**src/rtl/ttyPkg.sv**
```systemverilog
`timescale 1ns/1ps
package ttyPkg;

  localparam int READY_BIT = 0;
  localparam int IE_BIT    = 1;
  localparam int OVR_BIT   = 2;
  localparam int REG_COUNT = 4;

  // word index inside the window; the order is the bus map
  typedef enum logic [1:0] {
    SEL_RX_CTL = 2'd0,
    SEL_RX_DAT = 2'd1,
    SEL_TX_CTL = 2'd2,
    SEL_TX_DAT = 2'd3
  } regSel_e;

  // strobes from control to datapath
  typedef struct packed {
    logic    rdHit;
    logic    rdMiss;
    regSel_e rdSel;
    logic    captureRx;
    logic    loadTx;
  } dpStrobe_t;

  // flag state owned by control, shown on readback
  typedef struct packed {
    logic rxReady;
    logic rxIe;
    logic rxOverrun;
    logic txReady;
    logic txIe;
  } ctlState_t;

endpackage

```
**src/rtl/ttyCtrl.sv**
```systemverilog
`timescale 1ns/1ps
module ttyCtrl
  import ttyPkg::*;
#(
  parameter int ADDR_W = 32,
  parameter int DATA_W = 32,
  parameter logic [ADDR_W-1:0] BASE_ADDR = 32'hFFFF_0000,
  localparam int IDX_LSB = $clog2(DATA_W / 8),
  localparam int WIN_LSB = IDX_LSB + $clog2(REG_COUNT)
) (
  input  logic                    clk,
  input  logic                    rstN,
  input  logic [ADDR_W-1:IDX_LSB] wordAddr,
  input  logic                    busRd,
  input  logic                    busWr,
  input  logic                    ieIn,
  input  logic                    kbdValid,
  input  logic                    dispDone,
  output dpStrobe_t               strobe,
  output ctlState_t               state,
  output logic                    dispSend,
  output logic                    irq
);

  logic    inWindow;
  regSel_e sel;
  logic    rdRxDat;
  logic    wrRxCtl, wrTxCtl, wrTxDat;
  logic    rxReady, rxIe, rxOverrun;
  logic    txBusy, txIe;
  logic    loadTx;

  // address decode
  assign inWindow = (wordAddr[ADDR_W-1:WIN_LSB] == BASE_ADDR[ADDR_W-1:WIN_LSB]);
  assign sel      = regSel_e'(wordAddr[WIN_LSB-1:IDX_LSB]);

  assign rdRxDat = busRd && inWindow && (sel == SEL_RX_DAT);
  assign wrRxCtl = busWr && inWindow && (sel == SEL_RX_CTL);
  assign wrTxCtl = busWr && inWindow && (sel == SEL_TX_CTL);
  assign wrTxDat = busWr && inWindow && (sel == SEL_TX_DAT);

  assign loadTx = wrTxDat && !txBusy;

  always_comb begin
    strobe.rdHit     = busRd && inWindow;
    strobe.rdMiss    = busRd && !inWindow;
    strobe.rdSel     = sel;
    strobe.captureRx = kbdValid;
    strobe.loadTx    = loadTx;
  end

  // receive flags: an arriving character wins over the read side effect
  always_ff @(posedge clk) begin
    if (!rstN) begin
      rxReady   <= 1'b0;
      rxOverrun <= 1'b0;
    end else begin
      if (kbdValid)     rxReady <= 1'b1;
      else if (rdRxDat) rxReady <= 1'b0;

      if (kbdValid && rxReady && !rdRxDat) rxOverrun <= 1'b1;
      else if (rdRxDat)                    rxOverrun <= 1'b0;
    end
  end

  // interrupt enables
  always_ff @(posedge clk) begin
    if (!rstN) begin
      rxIe <= 1'b0;
      txIe <= 1'b0;
    end else begin
      if (wrRxCtl) rxIe <= ieIn;
      if (wrTxCtl) txIe <= ieIn;
    end
  end

  // transmit handshake
  always_ff @(posedge clk) begin
    if (!rstN) begin
      txBusy   <= 1'b0;
      dispSend <= 1'b0;
    end else begin
      dispSend <= loadTx;
      if (loadTx)        txBusy <= 1'b1;
      else if (dispDone) txBusy <= 1'b0;
    end
  end

  always_comb begin
    state.rxReady   = rxReady;
    state.rxIe      = rxIe;
    state.rxOverrun = rxOverrun;
    state.txReady   = !txBusy;
    state.txIe      = txIe;
  end

  always_ff @(posedge clk) begin
    if (!rstN) irq <= 1'b0;
    else       irq <= (rxReady && rxIe) || (!txBusy && txIe);
  end

  // checks next to the logic
  p_capture_r3: assert property (@(posedge clk) disable iff (!rstN)
    kbdValid |=> rxReady);
  p_read_clears_r4: assert property (@(posedge clk) disable iff (!rstN)
    (rdRxDat && !kbdValid) |=> (!rxReady && !rxOverrun));
  p_overrun_r5: assert property (@(posedge clk) disable iff (!rstN)
    (kbdValid && rxReady && !rdRxDat) |=> rxOverrun);
  p_send_pulse_r7: assert property (@(posedge clk) disable iff (!rstN)
    dispSend |=> (!dispSend && (txBusy || $past(dispDone))));
  p_busy_drop_r8: assert property (@(posedge clk) disable iff (!rstN)
    (wrTxDat && txBusy) |=> !dispSend);
  p_irq_rx_r9: assert property (@(posedge clk) disable iff (!rstN)
    (rxReady && rxIe) |=> irq);
  p_irq_low_r9: assert property (@(posedge clk) disable iff (!rstN)
    (!(rxReady && rxIe) && !(!txBusy && txIe)) |=> !irq);
  p_win_onehot_r2: assert property (@(posedge clk) disable iff (!rstN)
    $onehot0({wrRxCtl, wrTxCtl, wrTxDat}));

endmodule

```
**src/rtl/ttyDatapath.sv**
```systemverilog
`timescale 1ns/1ps
module ttyDatapath
  import ttyPkg::*;
#(
  parameter int DATA_W = 32,
  parameter int CHAR_W = 8
) (
  input  logic              clk,
  input  logic              rstN,
  input  dpStrobe_t         strobe,
  input  ctlState_t         state,
  input  logic [CHAR_W-1:0] kbdData,
  input  logic [CHAR_W-1:0] txIn,
  output logic [CHAR_W-1:0] dispData,
  output logic [DATA_W-1:0] busRdata
);

  logic [CHAR_W-1:0] rxChar;
  logic [CHAR_W-1:0] txChar;
  logic [DATA_W-1:0] word;
  logic [DATA_W-1:0] rxCtlWord, txCtlWord;

  always_ff @(posedge clk) begin
    if (!rstN) begin
      rxChar <= '0;
      txChar <= '0;
    end else begin
      if (strobe.captureRx) rxChar <= kbdData;
      if (strobe.loadTx)    txChar <= txIn;
    end
  end

  assign dispData = txChar;

  // control words built bit by bit; unlisted bits stay zero
  always_comb begin
    rxCtlWord            = '0;
    rxCtlWord[READY_BIT] = state.rxReady;
    rxCtlWord[IE_BIT]    = state.rxIe;
    rxCtlWord[OVR_BIT]   = state.rxOverrun;
    txCtlWord            = '0;
    txCtlWord[READY_BIT] = state.txReady;
    txCtlWord[IE_BIT]    = state.txIe;
  end

  always_comb begin
    word = '0;
    unique case (strobe.rdSel)
      SEL_RX_CTL: word = rxCtlWord;
      SEL_RX_DAT: word[CHAR_W-1:0] = rxChar;
      SEL_TX_CTL: word = txCtlWord;
      SEL_TX_DAT: word[CHAR_W-1:0] = txChar;
      default:    word = '0;
    endcase
  end

  always_ff @(posedge clk) begin
    if (!rstN)              busRdata <= '0;
    else if (strobe.rdHit)  busRdata <= word;
    else if (strobe.rdMiss) busRdata <= '0;
  end

  p_rx_hi_zero_r3: assert property (@(posedge clk) disable iff (!rstN)
    (strobe.rdHit && strobe.rdSel == SEL_RX_DAT) |=> (busRdata[DATA_W-1:CHAR_W] == '0));
  p_miss_zero_r2: assert property (@(posedge clk) disable iff (!rstN)
    strobe.rdMiss |=> (busRdata == '0));
  p_rdata_hold_r10: assert property (@(posedge clk) disable iff (!rstN)
    !(strobe.rdHit || strobe.rdMiss) |=> $stable(busRdata));
  p_disp_hold_r8: assert property (@(posedge clk) disable iff (!rstN)
    !strobe.loadTx |=> $stable(dispData));

endmodule

```
**src/rtl/ttyPort.sv**
```systemverilog
`timescale 1ns/1ps
module ttyPort
  import ttyPkg::*;
#(
  parameter int ADDR_W = 32,
  parameter int DATA_W = 32,
  parameter int CHAR_W = 8,
  parameter logic [ADDR_W-1:0] BASE_ADDR = 32'hFFFF_0000
) (
  input  logic              clk,
  input  logic              rstN,
  input  logic [ADDR_W-1:0] busAddr,
  input  logic              busRd,
  input  logic              busWr,
  input  logic [DATA_W-1:0] busWdata,
  output logic [DATA_W-1:0] busRdata,
  input  logic [CHAR_W-1:0] kbdData,
  input  logic              kbdValid,
  output logic [CHAR_W-1:0] dispData,
  output logic              dispSend,
  input  logic              dispDone,
  output logic              irq
);

  localparam int IDX_LSB = $clog2(DATA_W / 8);

  dpStrobe_t strobe;
  ctlState_t state;
  logic      unusedBits;

  assign unusedBits = ^{busAddr[IDX_LSB-1:0], busWdata[DATA_W-1:CHAR_W]};

  ttyCtrl #(
    .ADDR_W(ADDR_W), .DATA_W(DATA_W), .BASE_ADDR(BASE_ADDR)
  ) uCtrl (
    .clk(clk), .rstN(rstN),
    .wordAddr(busAddr[ADDR_W-1:IDX_LSB]),
    .busRd(busRd), .busWr(busWr),
    .ieIn(busWdata[IE_BIT]),
    .kbdValid(kbdValid), .dispDone(dispDone),
    .strobe(strobe), .state(state),
    .dispSend(dispSend), .irq(irq)
  );

  ttyDatapath #(
    .DATA_W(DATA_W), .CHAR_W(CHAR_W)
  ) uData (
    .clk(clk), .rstN(rstN),
    .strobe(strobe), .state(state),
    .kbdData(kbdData), .txIn(busWdata[CHAR_W-1:0]),
    .dispData(dispData), .busRdata(busRdata)
  );

endmodule

```
**config.mk**
```make
export PLATFORM = sky130hd
export DESIGN_NAME = ttyPort
export DESIGN_NICKNAME = d
export VERILOG_FILES = /design/src/rtl/ttyPkg.sv /design/src/rtl/ttyCtrl.sv /design/src/rtl/ttyDatapath.sv /design/src/rtl/ttyPort.sv
export SDC_FILE = /design/constraint.sdc
export NUM_CORES = 1
export LEC_CHECK = 0
export ABC_AREA = 1
export BUFFER_PORTS_ARGS = -buffer_cell sky130_fd_sc_hd__buf_2
export CORE_UTILIZATION = 43
export CTS_BUF_LIST = sky130_fd_sc_hd__clkbuf_2 sky130_fd_sc_hd__clkbuf_4 sky130_fd_sc_hd__clkbuf_8
export DETAILED_ROUTE_END_ITERATION = 10
export GPL_TIMING_DRIVEN = 0
export PLACE_DENSITY_LB_ADDON = 0.1
export SLEW_MARGIN = 20
export SYNTH_ARGS = -nofsm -noshare
export SYNTH_HDL_FRONTEND = slang
export SYNTH_SLANG_ARGS = --single-unit
export TNS_END_PERCENT = 30
```
**constraint.sdc**
```tcl
create_clock -name clk -period 1.95 [get_ports clk]
set_input_delay 0.0975 -clock clk [delete_from_list [all_inputs] [get_ports clk]]
set_output_delay 0.0975 -clock clk [all_outputs]
set_load 0.01 [all_outputs]
```
Word-level counts from Yosys, hierarchy flattened
Index checks and enable logic that the tools add are counted.
Word-level totals
  bits in registers: 31
  bits of input ports: 78
  output and inout bits: 42
  word-level logic and storage cells: 43
Operators by class
  equality and inequality tests: 4
  multiplexer cells: 8
  reductions and logical operators: 21
Operators by type and width (count)
  case mux 8 bit (4 select lines): 1
  == test 28 bit, second input constant: 1
  two-way mux 8 bit: 2
  logical AND 1 bit: 12
  nonzero test 2 bit: 4
  two-way mux 1 bit: 5
  == test 2 bit, second input constant: 2
  zero test 1 bit: 3
  == test 2 x 1 -> 1 bit, second input constant: 1
  zero test 2 bit: 1
  logical OR 1 bit: 1

Longest topological paths before layout
  depth in word-level cells: 6
  gate-level depth with buffers: 11
  gate-level depth less buffers: 10

Hierarchy
A second synthesis with hierarchy kept.
Second synthesis, totals
  cell total of the unflattened synthesis: 285
  area total of the unflattened synthesis: 1851.8 µm²
By module, submodules not included
  ttyDatapath: times used 1, cells each 166, area each 1209.9 µm², sequential area each 480.5 µm²
  ttyCtrl: times used 1, cells each 119, area each 641.9 µm², sequential area each 140.1 µm²

Worst setup path after synthesis
No wires, ideal clock.
  path kind: input port to flip-flop
  start: input port busAddr[11]
  end: register uCtrl.rxReady
  arrival: 866 ps
  data required time: 1836 ps
  slack: 971 ps
  cell stages on the path: 9
  path buffers: 1
  path through: nor2_1 -> nand2_1 -> nor2_1 -> nand2_1 -> nor2_4 -> buf_6 -> nand3_1 -> nand3_1 -> nand2_1
Between the ends
  word-level cells in the longest chain between the ends: 4
Ends and longest elaborated chain
  from (decl): RTL line ttyPort.sv:12  | input logic [ADDR_W-1:0] busAddr,
  == test 28 bit: RTL line ttyCtrl.sv:34  | assign inWindow = (wordAddr[ADDR_W-1:WIN_LSB] == BASE_ADDR[ADDR_W-1:WIN_LSB]);
  logical AND 1 bit (2 in a row): RTL line ttyCtrl.sv:37  | assign rdRxDat = busRd && inWindow && (sel == SEL_RX_DAT);
  nonzero test 2 bit (no source line)
  to (signal assigned): RTL line ttyCtrl.sv:55  | rxReady <= 1'b0;
  to (signal assigned): RTL line ttyCtrl.sv:58  | if (kbdValid) rxReady <= 1'b1;
  to (signal assigned): RTL line ttyCtrl.sv:59  | else if (rdRxDat) rxReady <= 1'b0;
  to (decl): RTL line ttyCtrl.sv:29  | logic rxReady, rxIe, rxOverrun;
No other way between the ends.
A chain may end at the register's enable or synchronous reset.

Worst setup path after layout
  start: register uCtrl.txBusy
  end: register uData.txChar[2] (netlist: uData.dispData[2])
Between the ends
  word-level cells in the longest chain between the ends: 2
Ends and longest elaborated chain
  from (decl): RTL line ttyCtrl.sv:30  | logic txBusy, txIe;
  from (signal assigned): RTL line ttyCtrl.sv:80  | txBusy <= 1'b0;
  from (signal assigned): RTL line ttyCtrl.sv:84  | if (loadTx) txBusy <= 1'b1;
  from (signal assigned): RTL line ttyCtrl.sv:85  | else if (dispDone) txBusy <= 1'b0;
  zero test 1 bit: RTL line ttyCtrl.sv:42  | assign loadTx = wrTxDat && !txBusy;
  logical AND 1 bit: RTL line ttyCtrl.sv:42
  to (signal assigned): RTL line ttyDatapath.sv:29  | if (strobe.loadTx) txChar <= txIn;
  to (decl): RTL line ttyDatapath.sv:19  | logic [CHAR_W-1:0] txChar;
No other way between the ends.

==> results.txt <==
The internal portion of the total power is 1.02 mW. In the routed design, unresolved DRC markers number 0. The via count of the routed design is 1901.

The first-pass GRT wire length came out at 6700 um. Synthesis produced 287 cells. The worst setup path is launched from a register. In this run the power spent charging and discharging nets is 0.348 mW. The number of hold buffers added after CTS was 0. At the end of routability-driven placement, the weighted congestion stood at 0.807.

The timing-limited maximum frequency came out at 908 MHz. The minimum setup slack after placement came out at 0.675 ns. In the post-route analysis, the smallest setup slack over all paths is 0.848 ns. The setup skew after layout came out at 0.00571 ns.

The per-instance average area after synthesis came out at 6.30 um^2. The worst hold path begins at kbdData[1]. The number of maximum-capacitance constraint violations is 0. The power density over the cells is 576 mW/mm^2. The worst path required time is 2.16 ns. The worst reg-to-reg setup slack is 0.85 ns. The worst path uses 56.5% of the clock period.

The number of enable flip-flop cells after synthesis came out at 0. The number of clock sinks seen by CTS is 31. Net switching is 25.4% of the power. The critical path is of the register to register type.

The number of global-route vias before repair was 1590. The combinational power share came out at 15.4%. In this run, synthesis produced a sequential element count of 31. The initial antenna violation count came out at 0. The fraction of final layout cells with drive strength greater than 1 is 27.5%. In the synthesized netlist the dominant register cell turns out to be sky130_fd_sc_hd__dfxtp_1. The proportion of register bits with asynchronous set or reset after synthesis came out at 0%. In this run the critical register-to-register path is launched from uCtrl.txBusy$_SDFFE_PN0P_. The shortest clock period the worst path allows after layout is 1.10 ns.

The global-route usage over all layers came out at 20.1%. The starting density of the core is 44.8%. The utilization of the core after routing came out at 59.1%. The biggest area contributor in the post-synthesis netlist is sky130_fd_sc_hd__dfxtp_1. The remaining number of nets flagged by the antenna check after routing is 0.

The total number of yosys warnings came out at 0. TritonCTS built the clock tree. The total global routing overflow is 0. Port buffering added 67 buffers. The share of power burned in registers came out at 47.9%.

After the last flow step, the layout net total stands at 462. In this run, the number of DRC markers left after iteration 0 of detailed routing was 88. The reported leakage power is 1.29 nW. The sequential area share after synthesis came out at 34.3%. The total core area came out at 0.00403 mm^2.

The tree is rooted in a sky130_fd_sc_hd__clkbuf_8. The number of buffers created by CTS is 5. The total power is 1.37 mW. The run finished with clean final reports. After legalization and detailed placement, the total HPWL measured 3260 um. The endpoint identified for the worst register-to-register timing path is uData.dispData[2]$_SDFFE_PN0P_. The number of iterations in the first detailed-routing pass is 4.

The vertical die dimension is 66.8 um. The standard cell area after detailed placement is 0.00229 mm^2. The startpoint of the most critical setup path is uCtrl.txBusy$_SDFFE_PN0P_. The setup TNS after final layout is 0 ns. The average detailed-routed wire length per instance is 9.53 um. The number of rows created at floorplan is 23. The layout-stage area growth over the synthesis result is 31.7%. The worst-case IR drop observed on VDD is 0.375 mV. The final routed wirelength across all metal layers came out at 4150 um. The most instantiated library cell after synthesis is sky130_fd_sc_hd__nand2_1. After synthesis the cells add up to 0.00181 mm^2. Of the total power, the clock network draws 36.7%.

The floorplan die area is 0.00446 mm^2. The post-synthesis cell type count is 22. The clock edge transition at the registers on the reported setup and hold paths is 0.06 ns. The share of Yosys cell area claimed by the top area cell type is 34.3%. The critical path ends at uData.dispData[2]$_SDFFE_PN0P_.

The path type of the worst min-delay path is primary input to register. Sorting the synthesized cells by area gives the leading types as sky130_fd_sc_hd__dfxtp_1, sky130_fd_sc_hd__nand2_1, sky130_fd_sc_hd__buf_4. The logic depth of the worst register-to-register path came out at 5. Along the worst path, the maximum fanout reaches 10. Setup repair after global routing left no endpoint under its margin.

The horizontal die dimension is 66.8 um. The post-cts sizing count came out at 0. The level count of the clock H-tree is 2. Buffers added to address setup during post-CTS repair amount to 0.

The number of max-slew violations in the final report came out at 0. The maximum buffer depth of the clock tree is 2. The largest net degree at the start of global routing is 11. The top-level I/O count came out at 120.

The count of endpoints failing hold in the final timing report came to 0. The clock network latency to the later pin of the worst-skew pair is 0.28 ns. The design area is 0.00238 mm^2. The ratio of routed vias to standard cells is 4.37. The repair_antennas step left the layout with diodes totalling 0. STA classifies the critical path endpoint as a register. The arrival time of the worst setup path is 1.31 ns. The number of setup violations in the final report is 0. The commonest cells after synthesis are sky130_fd_sc_hd__nand2_1, sky130_fd_sc_hd__nor2_1, sky130_fd_sc_hd__inv_1.
cells by family after synthesis:
family                 share of synthesized area [%]
AND/OR/NAND/NOR                                 36.3
buffers and inverters                           21.4
flip-flops                                      34.3
AO/OA/AOI/OAI                                   7.76
other                                          0.208
power groups by stage:
stage               combinational, mW  clock, mW  sequential [mW]
finish                          0.211      0.503            0.656
global route                    0.244      0.538            0.657
CTS                             0.210      0.508            0.656
detailed placement              0.209          0            0.670
global placement                0.208          0            0.669
floorplan                       0.134          0            0.668
placed cells by master, fill, tap and decap left out:
cell                        n
sky130_fd_sc_hd__and2_1     1
sky130_fd_sc_hd__nand4_1   12
sky130_fd_sc_hd__nor2_1    46
sky130_fd_sc_hd__clkbuf_8   5
sky130_fd_sc_hd__inv_1     45
sky130_fd_sc_hd__a21oi_1   13
sky130_fd_sc_hd__nand3_1   13
sky130_fd_sc_hd__buf_6      1
sky130_fd_sc_hd__o22ai_1    2
sky130_fd_sc_hd__nand3_2    1
sky130_fd_sc_hd__dfxtp_1   31
sky130_fd_sc_hd__o21ai_0   11
sky130_fd_sc_hd__or2_2      1
sky130_fd_sc_hd__clkinv_2   1
sky130_fd_sc_hd__clkbuf_4   2
sky130_fd_sc_hd__o211ai_1   1
sky130_fd_sc_hd__buf_4     24
sky130_fd_sc_hd__nor2_4     2
sky130_fd_sc_hd__buf_2     67
sky130_fd_sc_hd__nand2_1   73
sky130_fd_sc_hd__nand3_4    1
sky130_fd_sc_hd__clkinv_1   1
sky130_fd_sc_hd__nor2_2     1
sky130_fd_sc_hd__clkbuf_1   5
sky130_fd_sc_hd__buf_1      1
sky130_fd_sc_hd__conb_1    24
metal layers:
metal	track usage [%]	vias to the layer above	wire (um)
li1	-	1026	-
met1	25.9	805	1970
met2	32.2	64	1820
met3	6.68	6	316
met4	4.26	0	42
met5	0	-	0
area by class of cell:
cell class | count | area (um^2)
Buffer | 31 | 214
Clock buffer | 7 | 83.8
Clock inverter | 1 | 5.00
Fill cell | 399 | 1650
Inverter | 46 | 173
Multi-Input combinational cell | 202 | 886
Sequential cell | 31 | 621
Tap cell | 50 | 62.6
Timing Repair Buffer | 67 | 335
how the worst min path moves through the flow:
| stage | slack (ns) | to | cells after the start |
|---|---|---|---|
| global route | 0.05 | uData.rxChar[0]$_SDFFE_PN0P_ | 3 |
| CTS | 0.04 | uData.rxChar[1]$_SDFFE_PN0P_ | 3 |
| finish | 0.04 | uData.rxChar[1]$_SDFFE_PN0P_ | 3 |
| detailed placement | 0.33 | uData.rxChar[1]$_SDFFE_PN0P_ | 3 |
| floorplan | 0.23 | uData.busRdata[5]$_SDFFE_PN0P_ | 2 |
| global placement | 0.32 | uData.rxChar[7]$_SDFFE_PN0P_ | 3 |
through the flow:
step	std cells	hold slack, ns
after global routing	435	0.0505
after global placement	427	0.321
final	435	0.0373
after detailed placement	427	0.327
after CTS	435	0.0374
after floorplan	310	0.227
state kept, by name, indices dropped and copies added, names as in the netlist:
signal,flops
uData.busRdata,8
uCtrl.rxReady,1
uData.dispData,8
uCtrl.txIe,1
uData.rxChar,8
uCtrl.txBusy,1
uCtrl.irq,1
uCtrl.dispSend,1
uCtrl.rxIe,1
uCtrl.rxOverrun,1
worst max-delay path, stage by stage (launching register included):
cell and delay [ns]:
sky130_fd_sc_hd__dfxtp_1 0.34, sky130_fd_sc_hd__nor2_4 0.27, sky130_fd_sc_hd__nand3_4 0.19, sky130_fd_sc_hd__nand2_1 0.11
sky130_fd_sc_hd__inv_1 0.04, sky130_fd_sc_hd__nor2_1 0.09
Note: power is estimated with default switching activity, not from simulation.
